File: src/rtl/bank_irq_pkg.sv
package bank_irq_pkg;

    // Register function selected by the address field above the port index.
    typedef enum logic [1:0] {
        FN_STATUS = 2'd0,
        FN_ENABLE = 2'd1,
        FN_KIND   = 2'd2,
        FN_CLEAR  = 2'd3
    } reg_fn_e;

    // Lane of the trigger-kind word touched by a masked kind write.
    typedef enum logic [1:0] {
        LANE_POL  = 2'd0,
        LANE_EDGE = 2'd1,
        LANE_BOTH = 2'd2,
        LANE_NONE = 2'd3
    } kind_lane_e;

endpackage

File: src/rtl/irq_pin_detect.sv
module irq_pin_detect (
    input  logic clk,
    input  logic rst_n,
    input  logic pin,
    input  logic pol,
    input  logic edge_mode,
    input  logic both,
    input  logic set_req,
    input  logic clr_req,
    output logic status
);

    logic prev_q;
    logic rise;
    logic fall;
    logic evt;
    logic active;
    logic status_d;

    always_comb begin
        rise     = pin & ~prev_q;
        fall     = ~pin & prev_q;
        active   = ~(pin ^ pol);
        evt      = both ? (rise | fall) : (pol ? rise : fall);
        // Edge mode: the event wins over a clear in the same cycle.
        status_d = edge_mode ? (evt | set_req | (status & ~clr_req)) : active;
    end

    always_ff @(posedge clk) begin
        if (!rst_n) begin
            prev_q <= 1'b0;
            status <= 1'b0;
        end else begin
            prev_q <= pin;
            status <= status_d;
        end
    end

endmodule

File: src/rtl/irq_port_unit.sv
module irq_port_unit
    import bank_irq_pkg::*;
#(
    parameter int PINS = 8,
    localparam int DW  = 3 * PINS
) (
    input  logic            clk,
    input  logic            rst_n,
    input  logic [PINS-1:0] port_pins,
    input  logic            wr_sel,
    input  reg_fn_e         wr_fn,
    input  logic            wr_masked,
    input  logic [DW-1:0]   wr_data,
    output logic [PINS-1:0] status,
    output logic [PINS-1:0] enable,
    output logic [PINS-1:0] pol,
    output logic [PINS-1:0] edg,
    output logic [PINS-1:0] both,
    output logic            hit
);

    logic [PINS-1:0] msel;
    logic [PINS-1:0] mval;
    kind_lane_e      lane;
    logic [PINS-1:0] set_req;
    logic [PINS-1:0] clr_req;

    always_comb begin
        msel = wr_data[2*PINS-1:PINS];
        mval = wr_data[PINS-1:0];
        lane = kind_lane_e'(wr_data[2*PINS+1:2*PINS]);
    end

    // Status set/clear requests coming from the write port.
    always_comb begin
        set_req = '0;
        clr_req = '0;
        if (wr_sel) begin
            unique case (wr_fn)
                FN_STATUS: begin
                    if (wr_masked) begin
                        set_req = msel & mval;
                        clr_req = msel & ~mval;
                    end
                end
                FN_CLEAR: begin
                    if (!wr_masked) clr_req = mval;
                end
                FN_ENABLE, FN_KIND: begin
                    set_req = '0;
                end
            endcase
        end
    end

    // Enable register.
    always_ff @(posedge clk) begin
        if (!rst_n) begin
            enable <= '0;
        end else if (wr_sel && wr_fn == FN_ENABLE) begin
            enable <= wr_masked ? ((enable & ~msel) | (mval & msel)) : mval;
        end
    end

    // Trigger-kind word, three lanes.
    always_ff @(posedge clk) begin
        if (!rst_n) begin
            pol  <= '0;
            edg  <= '0;
            both <= '0;
        end else if (wr_sel && wr_fn == FN_KIND) begin
            if (!wr_masked) begin
                pol  <= wr_data[PINS-1:0];
                edg  <= wr_data[2*PINS-1:PINS];
                both <= wr_data[3*PINS-1:2*PINS];
            end else begin
                unique case (lane)
                    LANE_POL:  pol  <= (pol  & ~msel) | (mval & msel);
                    LANE_EDGE: edg  <= (edg  & ~msel) | (mval & msel);
                    LANE_BOTH: both <= (both & ~msel) | (mval & msel);
                    LANE_NONE: pol  <= pol;
                endcase
            end
        end
    end

    for (genvar i = 0; i < PINS; i++) begin : g_pin
        irq_pin_detect u_pin (
            .clk       (clk),
            .rst_n     (rst_n),
            .pin       (port_pins[i]),
            .pol       (pol[i]),
            .edge_mode (edg[i]),
            .both      (both[i]),
            .set_req   (set_req[i]),
            .clr_req   (clr_req[i]),
            .status    (status[i])
        );
    end

    assign hit = |(status & enable);

endmodule

File: src/rtl/bank_irq_detector.sv
module bank_irq_detector
    import bank_irq_pkg::*;
#(
    parameter int PORTS    = 4,
    parameter int PINS     = 8,
    localparam int PORT_AW = (PORTS > 1) ? $clog2(PORTS) : 1,
    localparam int NPIN    = PORTS * PINS,
    localparam int DW      = 3 * PINS,
    localparam int RAW     = PORT_AW + 2,
    localparam int WAW     = PORT_AW + 3
) (
    input  logic            clk,
    input  logic            rst_n,
    input  logic [NPIN-1:0] pins,
    input  logic            wr_en,
    input  logic [WAW-1:0]  wr_addr,
    input  logic [DW-1:0]   wr_data,
    input  logic [RAW-1:0]  rd_addr,
    output logic [DW-1:0]   rd_data,
    output logic            irq
);

    logic [NPIN-1:0]    status_all;
    logic [NPIN-1:0]    enable_all;
    logic [NPIN-1:0]    type_pol;
    logic [NPIN-1:0]    type_edge;
    logic [NPIN-1:0]    type_both;
    logic [PORTS-1:0]   port_hit;

    logic [PORT_AW-1:0] wport;
    reg_fn_e            wfn;
    logic               wmasked;
    logic [PORT_AW-1:0] rport;
    reg_fn_e            rfn;

    always_comb begin
        wport   = wr_addr[PORT_AW-1:0];
        wfn     = reg_fn_e'(wr_addr[PORT_AW+1:PORT_AW]);
        wmasked = wr_addr[PORT_AW+2];
        rport   = rd_addr[PORT_AW-1:0];
        rfn     = reg_fn_e'(rd_addr[PORT_AW+1:PORT_AW]);
    end

    for (genvar g = 0; g < PORTS; g++) begin : g_port
        irq_port_unit #(.PINS(PINS)) u_port (
            .clk       (clk),
            .rst_n     (rst_n),
            .port_pins (pins[g*PINS +: PINS]),
            .wr_sel    (wr_en && (wport == PORT_AW'(g))),
            .wr_fn     (wfn),
            .wr_masked (wmasked),
            .wr_data   (wr_data),
            .status    (status_all[g*PINS +: PINS]),
            .enable    (enable_all[g*PINS +: PINS]),
            .pol       (type_pol[g*PINS +: PINS]),
            .edg       (type_edge[g*PINS +: PINS]),
            .both      (type_both[g*PINS +: PINS]),
            .hit       (port_hit[g])
        );
    end

    assign irq = |port_hit;

    always_comb begin
        rd_data = '0;
        unique case (rfn)
            FN_STATUS: rd_data[PINS-1:0] = status_all[rport*PINS +: PINS];
            FN_ENABLE: rd_data[PINS-1:0] = enable_all[rport*PINS +: PINS];
            FN_KIND:   rd_data = {type_both[rport*PINS +: PINS],
                                  type_edge[rport*PINS +: PINS],
                                  type_pol[rport*PINS +: PINS]};
            FN_CLEAR:  rd_data[PINS-1:0] = pins[rport*PINS +: PINS];
        endcase
    end

endmodule

File: config.mk
export PLATFORM = sky130hd
export DESIGN_NAME = bank_irq_detector
export DESIGN_NICKNAME = d
export VERILOG_FILES = /design/src/rtl/bank_irq_pkg.sv /design/src/rtl/irq_pin_detect.sv /design/src/rtl/irq_port_unit.sv /design/src/rtl/bank_irq_detector.sv
export SDC_FILE = /design/constraint.sdc
export NUM_CORES = 1
export LEC_CHECK = 0
export CAP_MARGIN = 20
export CORE_MARGIN = 3
export CORE_UTILIZATION = 45
export DETAILED_ROUTE_END_ITERATION = 7
export PLACE_DENSITY = 0.69
export SYNTH_ARGS = -nofsm -noshare
export SYNTH_HDL_FRONTEND = slang
export SYNTH_SLANG_ARGS = --single-unit
File: constraint.sdc
create_clock -name clk -period 2.51 [get_ports clk]
set_input_delay 0.502 -clock clk [delete_from_list [all_inputs] [get_ports clk]]
set_output_delay 0.502 -clock clk [all_outputs]
set_load 0.005 [all_outputs]
# --- Yosys cells after proc, flatten, opt, wreduce, memory -nomap -nowiden ---
# Index checks and enable logic that the tools add are counted.
classes:
  n_eq_ne: 14
  shift: 6
  mux: 139
  n_bitwise: 392
  n_reduce_logical: 29
op_table:
  columns: ["op", "count"]
  rows:
  - ["$mux 8", 40]
  - ["$shiftx 32x6->8", 6]
  - ["$and 8x8->8", 22]
  - ["$not 1->1", 128]
  - ["$or 8x8->8", 16]
  - ["$and 1x1->1", 96]
  - ["$mux 1", 96]
  - ["$or 1x1->1", 96]
  - ["$pmux 8 s4", 1]
  - ["$reduce_or 32->1", 1]
  - ["$xor 1x1->1", 32]
  - ["$reduce_and 2->1", 12]
  - ["$mux 16", 1]
  - ["$not 8->8", 2]
  - ["$pmux 8 s2", 1]
  - ["$eq 2x2->1 const B", 7]
  - ["$logic_and 1x1->1", 12]
  - ["$eq 2x1->1 const B", 4]
  - ["$logic_not 2->1", 4]
  - ["$ne 2x1->1 const B", 3]
totals:
  output_inout_bits: 25
  inputBits: 68
  wordCells: 660
  regBits: 192

# --- Logic depth before layout (Yosys ltp) ---
# Gate-level depths: netlist of run 1.
logic_depth:
  depth_word: 9
  ltp_mapped: 8
  depth_no_buf: 6

# --- By module ---
# A second synthesis of run 1 with hierarchy kept.
hier_totals:
  cells_unflattened: 1564
  area_unflattened_um2: 13679.4
by_module_without_submodules:
  columns: ["module", "area_per_inst_um2", "instances", "seq_area_each_um2", "cells_per_inst"]
  rows:
  - ["irq_port_unit", 1939.4, 4, 640.6, 246]
  - ["irq_pin_detect", 133.9, 32, 40.0, 14]
  - ["bank_irq_detector", 1637.8, 1, 0.0, 132]

# --- Worst setup path after synthesis of run 1 ---
# Ideal clock, no wire load.
synth_timing:
  path_kind: "in2out"
  startpoint: "input port rd_addr[1]"
  endpoint: "output port rd_data[17]"
  path_buffers: 2
  path_stages: 4
  setup_slack_ns: 0.385
  arrival_time_ns: 1.623
  required_ns: 2.008
  path_cell_list: "buf_2 -> buf_4 -> mux4_2 -> nor2b_1"
synth_between:
  elab_chain_len: 2
synth_lines:
  columns: ["element", "line_no", "source"]
  rows:
  - ["start, declared", "bank_irq_detector.sv:18", "input logic [RAW-1:0] rd_addr,"]
  - ["$shiftx 32x6->8", "bank_irq_detector.sv:69", "FN_KIND: rd_data = {type_both[rport*PINS +: PINS],"]
  - ["$mux 16", "bank_irq_detector.sv:66", "unique case (rfn)"]
  - ["end, declared", "bank_irq_detector.sv:19", "output logic [DW-1:0] rd_data,"]
# No other way between the ends.

# --- Worst setup path after layout of run 1 ---
layout_timing:
  startpoint: "register g_port[2].u_port.g_pin[1].u_pin.status"
  endpoint: "output port irq"
layout_between:
  elab_chain_len: 2
layout_lines:
  columns: ["element", "line_no", "source"]
  rows:
  - ["start, declared", "irq_pin_detect.sv:10", "output logic status"]
  - ["start signal, assigned", "irq_pin_detect.sv:35", "status <= status_d;"]
  - ["$and 8x8->8", "irq_port_unit.sv:101", "assign hit = |(status & enable);"]
  - ["$reduce_or 32->1", "bank_irq_detector.sv:62", "assign irq = |port_hit;"]
  - ["end, declared", "bank_irq_detector.sv:20", "output logic irq"]
# No other way between the ends.

==> results.yml, run 1 <==
place:
  port_buffers: 92
  hpwl_um: 29630
  gp_congestion: 0.9574
  dpl.cell_count: 1766
worst_setup_path:
  r2r_cells: 4
  critPathTopFamily: "simple AND/OR/NAND/NOR gates"
  critPathBufInv: 1
  path_max_fanout: 3
  path_cells: "a22oi_1 -> nand4_1 -> or4_4 -> dlygate4sd2_1"
  critPathKind: "flip-flop to primary output"
  worstPathRequired_ns: 2.01
  crit_path_top_delay_cell: "or4_4"
  arrival_ns: 2.03
  cp-start-kind: "flip-flop"
  worst-path-stages: 4
  slowest_delay_ns: 0.54
  cp-end-kind: "primary output"
  crit_start: "g_port[2].u_port.g_pin[1].u_pin.status"
power_and_ir_drop:
  p_leak_nw: 5.771
  irDropWorstVdd_mv: 0.3780
  p_seq_share_pct: 44.7
  p_int_w: 0.005183
  p_sw_w: 0.001989
  p_per_area_mw_per_mm2: 482.8
  pwr-share-comb_pct: 16.9
  p_clk_share_pct: 38.4
  switching_share_pct: 27.74
finish:
  area_delta_synth_final_pct: 24.01
  mostFrequentLayoutCell: "dfxtp_1"
  drive_gt1_share_pct: 19.14
  final_cell_mix: "191 x dfxtp_1, 100 x o21ai_1, 94 x buf_4"
  fin_cells: 1799
  fin_util_pct: 56.85
  fin_nets: 1587
floorplanning:
  io_pins: 93
  dieArea_sq_mm: 0.02861
  rows: 59
  core_area_sq_mm: 0.02613
  die_w_um: 169.2
  start_util_pct: 45.84
  die_h_um: 169.2
routing:
  drt.antenna.violating_nets: 0
  drc_errors: 0
  num_vias: 11260
  routed_wl_um: 41750
  first_pass_iters: 8
  drt_iter0_markers: 1300
  wl_per_cell_um: 23.20
  viasPerCell: 6.260
sta:
  setup_viol_count_final: 2
  rsz0062_at_grt: "yes"
  hold-worst-slack_ns: 0.4931
  fin_ws_ns: -0.02527
  period_needed_ns: 2.535
  hold_viol: 0
  relSlewSlack_pct: 34.28
  clock_skew_ns: 0.01030
  worst_pin_slew_ns: 0.9829
  slew_viol_final: 0
  final.period_utilization_pct: 101.0
  fmax_mhz: 394.4
grt:
  grt_antenna_before_repair: 2
  grt_pass1_wl_um: 63130
  grt_pass1_vias: 10690
  grt_max_degree: 59
  grt_usage_pct: 28.63
  grt.overflow.total: 0
status:
  status: "finished with violations"
  violations: "setup timing"
synth:
  synth-edff-count: 0
  synth.distinct_cells: 49
  syn-cell-area_sq_mm: 0.01198
  ys_seq_elements: 192
  yosys_warnings: 0
  syn_inst: 1315
  ys_seq_area_share_pct: 32.09
  ys.flop_type: "dfxtp_1"
  synth-async-reset-ratio_pct: 0
  synth_top_area_share_pct: 32.09
  synth_area_per_cell_sq_um: 9.109
  synth_top_cell_by_area: "dfxtp_1"
  syn-num-nets: 1451
  synthTopCellsByArea: "dfxtp_1 32%, mux4_2 7.5%, ha_1 7.1%"
clock_network:
  cts_buffer_depth: 2
  ctsRootBufferMaster: "clkbuf_16"
  hold_buffers: 0
  htree_levels: 4
  cts_made_buffers: 17
  cts_tree: "built"
  cts.clk_slew.worst_paths_ns: 0.08
  cts_sinks: 192
  clkLatencyLatePin_ns: 0.44
hold_path:
  hold_depth: 3
  min_from: "pins[11]"
  min_path_type: "primary input to flip-flop"
run:
  cap_violations: 0
==> synthesized netlist by cell type, drive strengths merged, types with 44 or more instances <==
master and instances:
nand2 65, buf 47, inv 83, dfxtp 192
ha 68, a21boi 72, mux2i 55, nand4 44
nor2b 49, o21ai 168, clkbuf 48, nor2 54
==> layer usage <==
metal / track usage, % / vias up / share of wire, %
met4: 13.02 / 4 / 4.9
met5: 0 / - / 0.060
met1: 39.15 / 5338 / 40
li1: - / 5050 / -
met3: 5.008 / 149 / 11
met2: 44.47 / 720 / 44
==> worst paths after layout <==
check | slack [ns] | end
worst max-delay path | -0.03 | irq
worst min-delay path | 0.49 | g_port[1].u_port.g_pin[3].u_pin.prev_q
worst max register to register | 1.16 | g_port[2].u_port.g_pin[4].u_pin.status
worst min register to register | 0.50 | flip-flop
==> layout make-up <==
| type | count | area, sq um |
|---|---|---|
| flip-flops and latches | 192 | 3845 |
| clock inverters | 9 | 108.9 |
| clock buffers | 22 | 464.2 |
| multi-input cells | 944 | 7571 |
| repair buffers | 212 | 2127 |
| well taps | 335 | 419.2 |
| diodes | 1 | 2.502 |
| inverters | 84 | 317.8 |
| fillers | 2298 | 11280 |
==> timing repair <==
item                                    in CTS  in global routing
setup buffers                                0                  0
pin swaps                                   10                  6
resized for setup                           58                 28
endpoints found under the setup margin      25                 12
gates cloned                                 1                  0
==> per-stage QoR <==
step           power [W]  setup slack, ns  setup TNS, ns  instance area, sq um
5_1_grt         0.007377         -0.05464       -0.09751                 14850
3_3_place_gp    0.004388          -0.6925         -12.16                 14020
3_5_place_dp    0.004414          -0.6725         -12.16                 14020
4_1_cts         0.007110         0.005504              0                 14750
2_1_floorplan   0.003851           0.3849              0                 11980
6_report        0.007172         -0.02527       -0.02900                 14860
==> tightest hold or removal path, delay by kind of cell <==
family,cells,cell delay [ns]
and+or+nand+nor,1,0.11
buffers and inverters,2,0.29
==> power groups by stage <==
stage	Combinational, W	Clock [W]	Sequential [W]
finish	0.00121	0.00275	0.00320
global route	0.00129	0.00288	0.00321
CTS	0.00117	0.00274	0.00320
detailed placement	0.00115	0	0.00327
global placement	0.00112	0	0.00326
floorplan	0.000619	0	0.00323
==> kinds of logic (layout without fill, tap and decap cells) <==
group	count (synthesis)	in the layout	share of synthesized area, %
other cells	0	1	0
xor+xnor	32	32	2.340
fa+ha+maj	68	68	7.103
compound gates	404	404	23.11
buf+inv	179	327	6.392
flops	192	192	32.09
simple gates	319	319	14.40
mux	121	121	14.56
Power figures use the tool's default switching activity.
==> run 2: changes to the inputs <==
--- a/config.mk
+++ b/config.mk
@@ -10,6 +10,7 @@
 export CORE_UTILIZATION = 45
 export DETAILED_ROUTE_END_ITERATION = 7
 export PLACE_DENSITY = 0.69
+export REMOVE_ABC_BUFFERS = 1
 export SYNTH_ARGS = -nofsm -noshare
 export SYNTH_HDL_FRONTEND = slang
 export SYNTH_SLANG_ARGS = --single-unit
==> run 2 against run 1 <==
Effect of this change:
- the flow finishes with violations (DRC)
- hold slack got worse by 0.016 ns
- flip-flop and latch count unchanged
- clock power is 5% higher
- register-to-register slack better by 0.07 ns
- core utilization is 1.1 points higher
- largest cell class unchanged
- die area unchanged
- highest routed layer is now met4
- critical path depth is 3 higher
- global-route usage is 0.99 points higher
==> results.yml, run 2 (synthesized netlist as in run 1, its figures left out) <==
floorplanning:
  io_pins: 93
  die_h_um: 169.2
  core_area_sq_mm: 0.02613
  die_w_um: 169.2
  dieArea_sq_mm: 0.02861
  rows: 59
  start_util_pct: 45.84
clock_network:
  cts_sinks: 192
  cts_buffer_depth: 2
  cts_made_buffers: 17
  ctsRootBufferMaster: "clkbuf_16"
  cts.clk_slew.worst_paths_ns: 0.07
  htree_levels: 4
  hold_buffers: 0
  clkLatencyLatePin_ns: 0.44
  cts_tree: "built"
grt:
  grt_pass1_vias: 11090
  grt_max_degree: 62
  grt_antenna_before_repair: 0
  grt_pass1_wl_um: 64750
  grt_usage_pct: 29.62
  grt.overflow.total: 0
worst_setup_path:
  critPathKind: "primary input to primary output"
  worstPathRequired_ns: 2.01
  cp_common_cell: "buf_4"
  path_max_fanout: 18
  cp-start-kind: "primary input"
  slowest_delay_ns: 0.51
  crit_path_top_delay_cell: "clkdlybuf4s50_1"
  r2r-start: "g_port[2].u_port.g_pin[3].u_pin.prev_q"
  r2r_cells: 5
  path_cells: "buf_4 -> buf_12 -> buf_4 -> nand2b_4 -> buf_4 -> nor2b_1 -> clkdlybuf4s50_1"
  r2r-end: "g_port[2].u_port.g_pin[3].u_pin.status"
  cp-end-kind: "primary output"
  ff2ff_setup_slack_ns: 1.23
  arrival_ns: 1.98
  crit_start: "rd_addr[2]"
finish:
  seqCellArea_sq_mm: 0.003852
  final_cell_mix: "187 x dfxtp_1, 131 x buf_4, 98 x o21ai_1"
  multi_input_comb_area_sq_mm: 0.007605
  num_antenna_cells: 0
  area_delta_synth_final_pct: 26.33
  fin_util_pct: 57.91
  mostFrequentLayoutCell: "dfxtp_1"
  drive_gt1_share_pct: 21.94
  nFillCells: 2347
  fin_nets: 1618
  post-route-cell-area_sq_mm: 0.01513
routing:
  drc_errors: 3
  wl_per_cell_um: 23.50
  drt_iter0_markers: 1327
  drt.antenna.violating_nets: 0
  viasPerCell: 6.298
  routed_wl_um: 43000
  num_vias: 11530
  first_pass_iters: 8
sta:
  setup_viol_count_final: 0
  period_needed_ns: 2.481
  fmax_mhz: 403.1
  relSlewSlack_pct: 38.63
  slew_viol_final: 0
  clock_skew_ns: 0.009391
  worst_pin_slew_ns: 0.9179
  final.period_utilization_pct: 98.83
  hold_viol: 0
place:
  placed_area_sq_mm: 0.01414
  port_buffers: 92
  hpwl_um: 30690
  gp_congestion: 0.9450
hold_path:
  hold_depth: 3
  min_path_type: "primary input to flip-flop"
  worstHoldEndpoint: "g_port[2].u_port.g_pin[4].u_pin.prev_q"
  min_from: "pins[20]"
power_and_ir_drop:
  p_leak_nw: 6.068
  irDropWorstVdd_mv: 0.2702
  p_per_area_mw_per_mm2: 484.9
status:
  violations: "DRC"
  status: "finished with violations"
run:
  cap_violations: 0
[run 2: cell types whose count changed in the layout (fill, tap and decap cells not counted), moves of 3 or more]
cell / before / now
buf_4: 94 / 131
dfxtp_2: 1 / 4
a22oi_2: 8 / 12
clkinv_4: 0 / 3
dlymetal6s2s_1: 7 / 12
buf_12: 24 / 17
dfxtp_1: 191 / 187
a22oi_1: 8 / 4
clkdlybuf4s50_1: 59 / 55
[run 2: power breakdown]
group          switching (W)  internal [W]  total (W)
clock network        0.00129       0.00159    0.00288
logic               0.000692      0.000568    0.00126
registers          0.0000769       0.00312    0.00320
[run 2: per-layer routing]
layer  GRT usage (%)  part of all wire [%]
met1           38.79                    39
met2           46.22                    44
met3           7.617                    11
met4           13.48                   5.8
met5               0                     0
[run 2: cell type report]
cell class | instances | area share (%)
clock inverters | 10 | 0.8351
multi-input cells | 944 | 50.25
clock buffers | 22 | 3.200
well taps | 335 | 2.770
flip-flops and latches | 192 | 25.46
inverters | 84 | 2.100
repair buffers | 243 | 15.39
[run 2: worst max path at each step]
stage                              to  slack [ns]  cells after the start
after global placement     rd_data[3]       -0.69                      6
after global routing       rd_data[6]      -0.004                      7
final                     rd_data[10]        0.03                      7
after floorplan             flip-flop        0.01                      4
after CTS                  rd_data[3]       -0.05                      8
after detailed placement   rd_data[3]       -0.71                      6
[run 2: critical path: cells and delay by family]
family / cells / cell delay, ns
buffers and inverters: 5 / 1.19
AND/OR/NAND/NOR: 2 / 0.27
[run 2: metrics by stage]
stage,power [W],setup TNS [ns],hold WS [ns],instances,setup slack (ns)
after floorplan,0.003730,0,0.4663,1220,0.01050
after global placement,0.004406,-11.32,0.4825,1792,-0.6948
after detailed placement,0.004433,-11.87,0.4906,1792,-0.7102
after CTS,0.007305,-0.05256,0.4895,1830,-0.05256
after global routing,0.007541,-0.003744,0.4973,1830,-0.003744
final,0.007338,0,0.4771,1830,0.02938
[run 2: repair_timing]
| item | CTS | global route |
|---|---|---|
| endpoints found under the setup margin | 25 | 13 |
| gates cloned | 2 | 0 |
| buffers inserted | 4 | 0 |
| pin swaps | 16 | 5 |
| gates resized for setup | 77 | 31 |
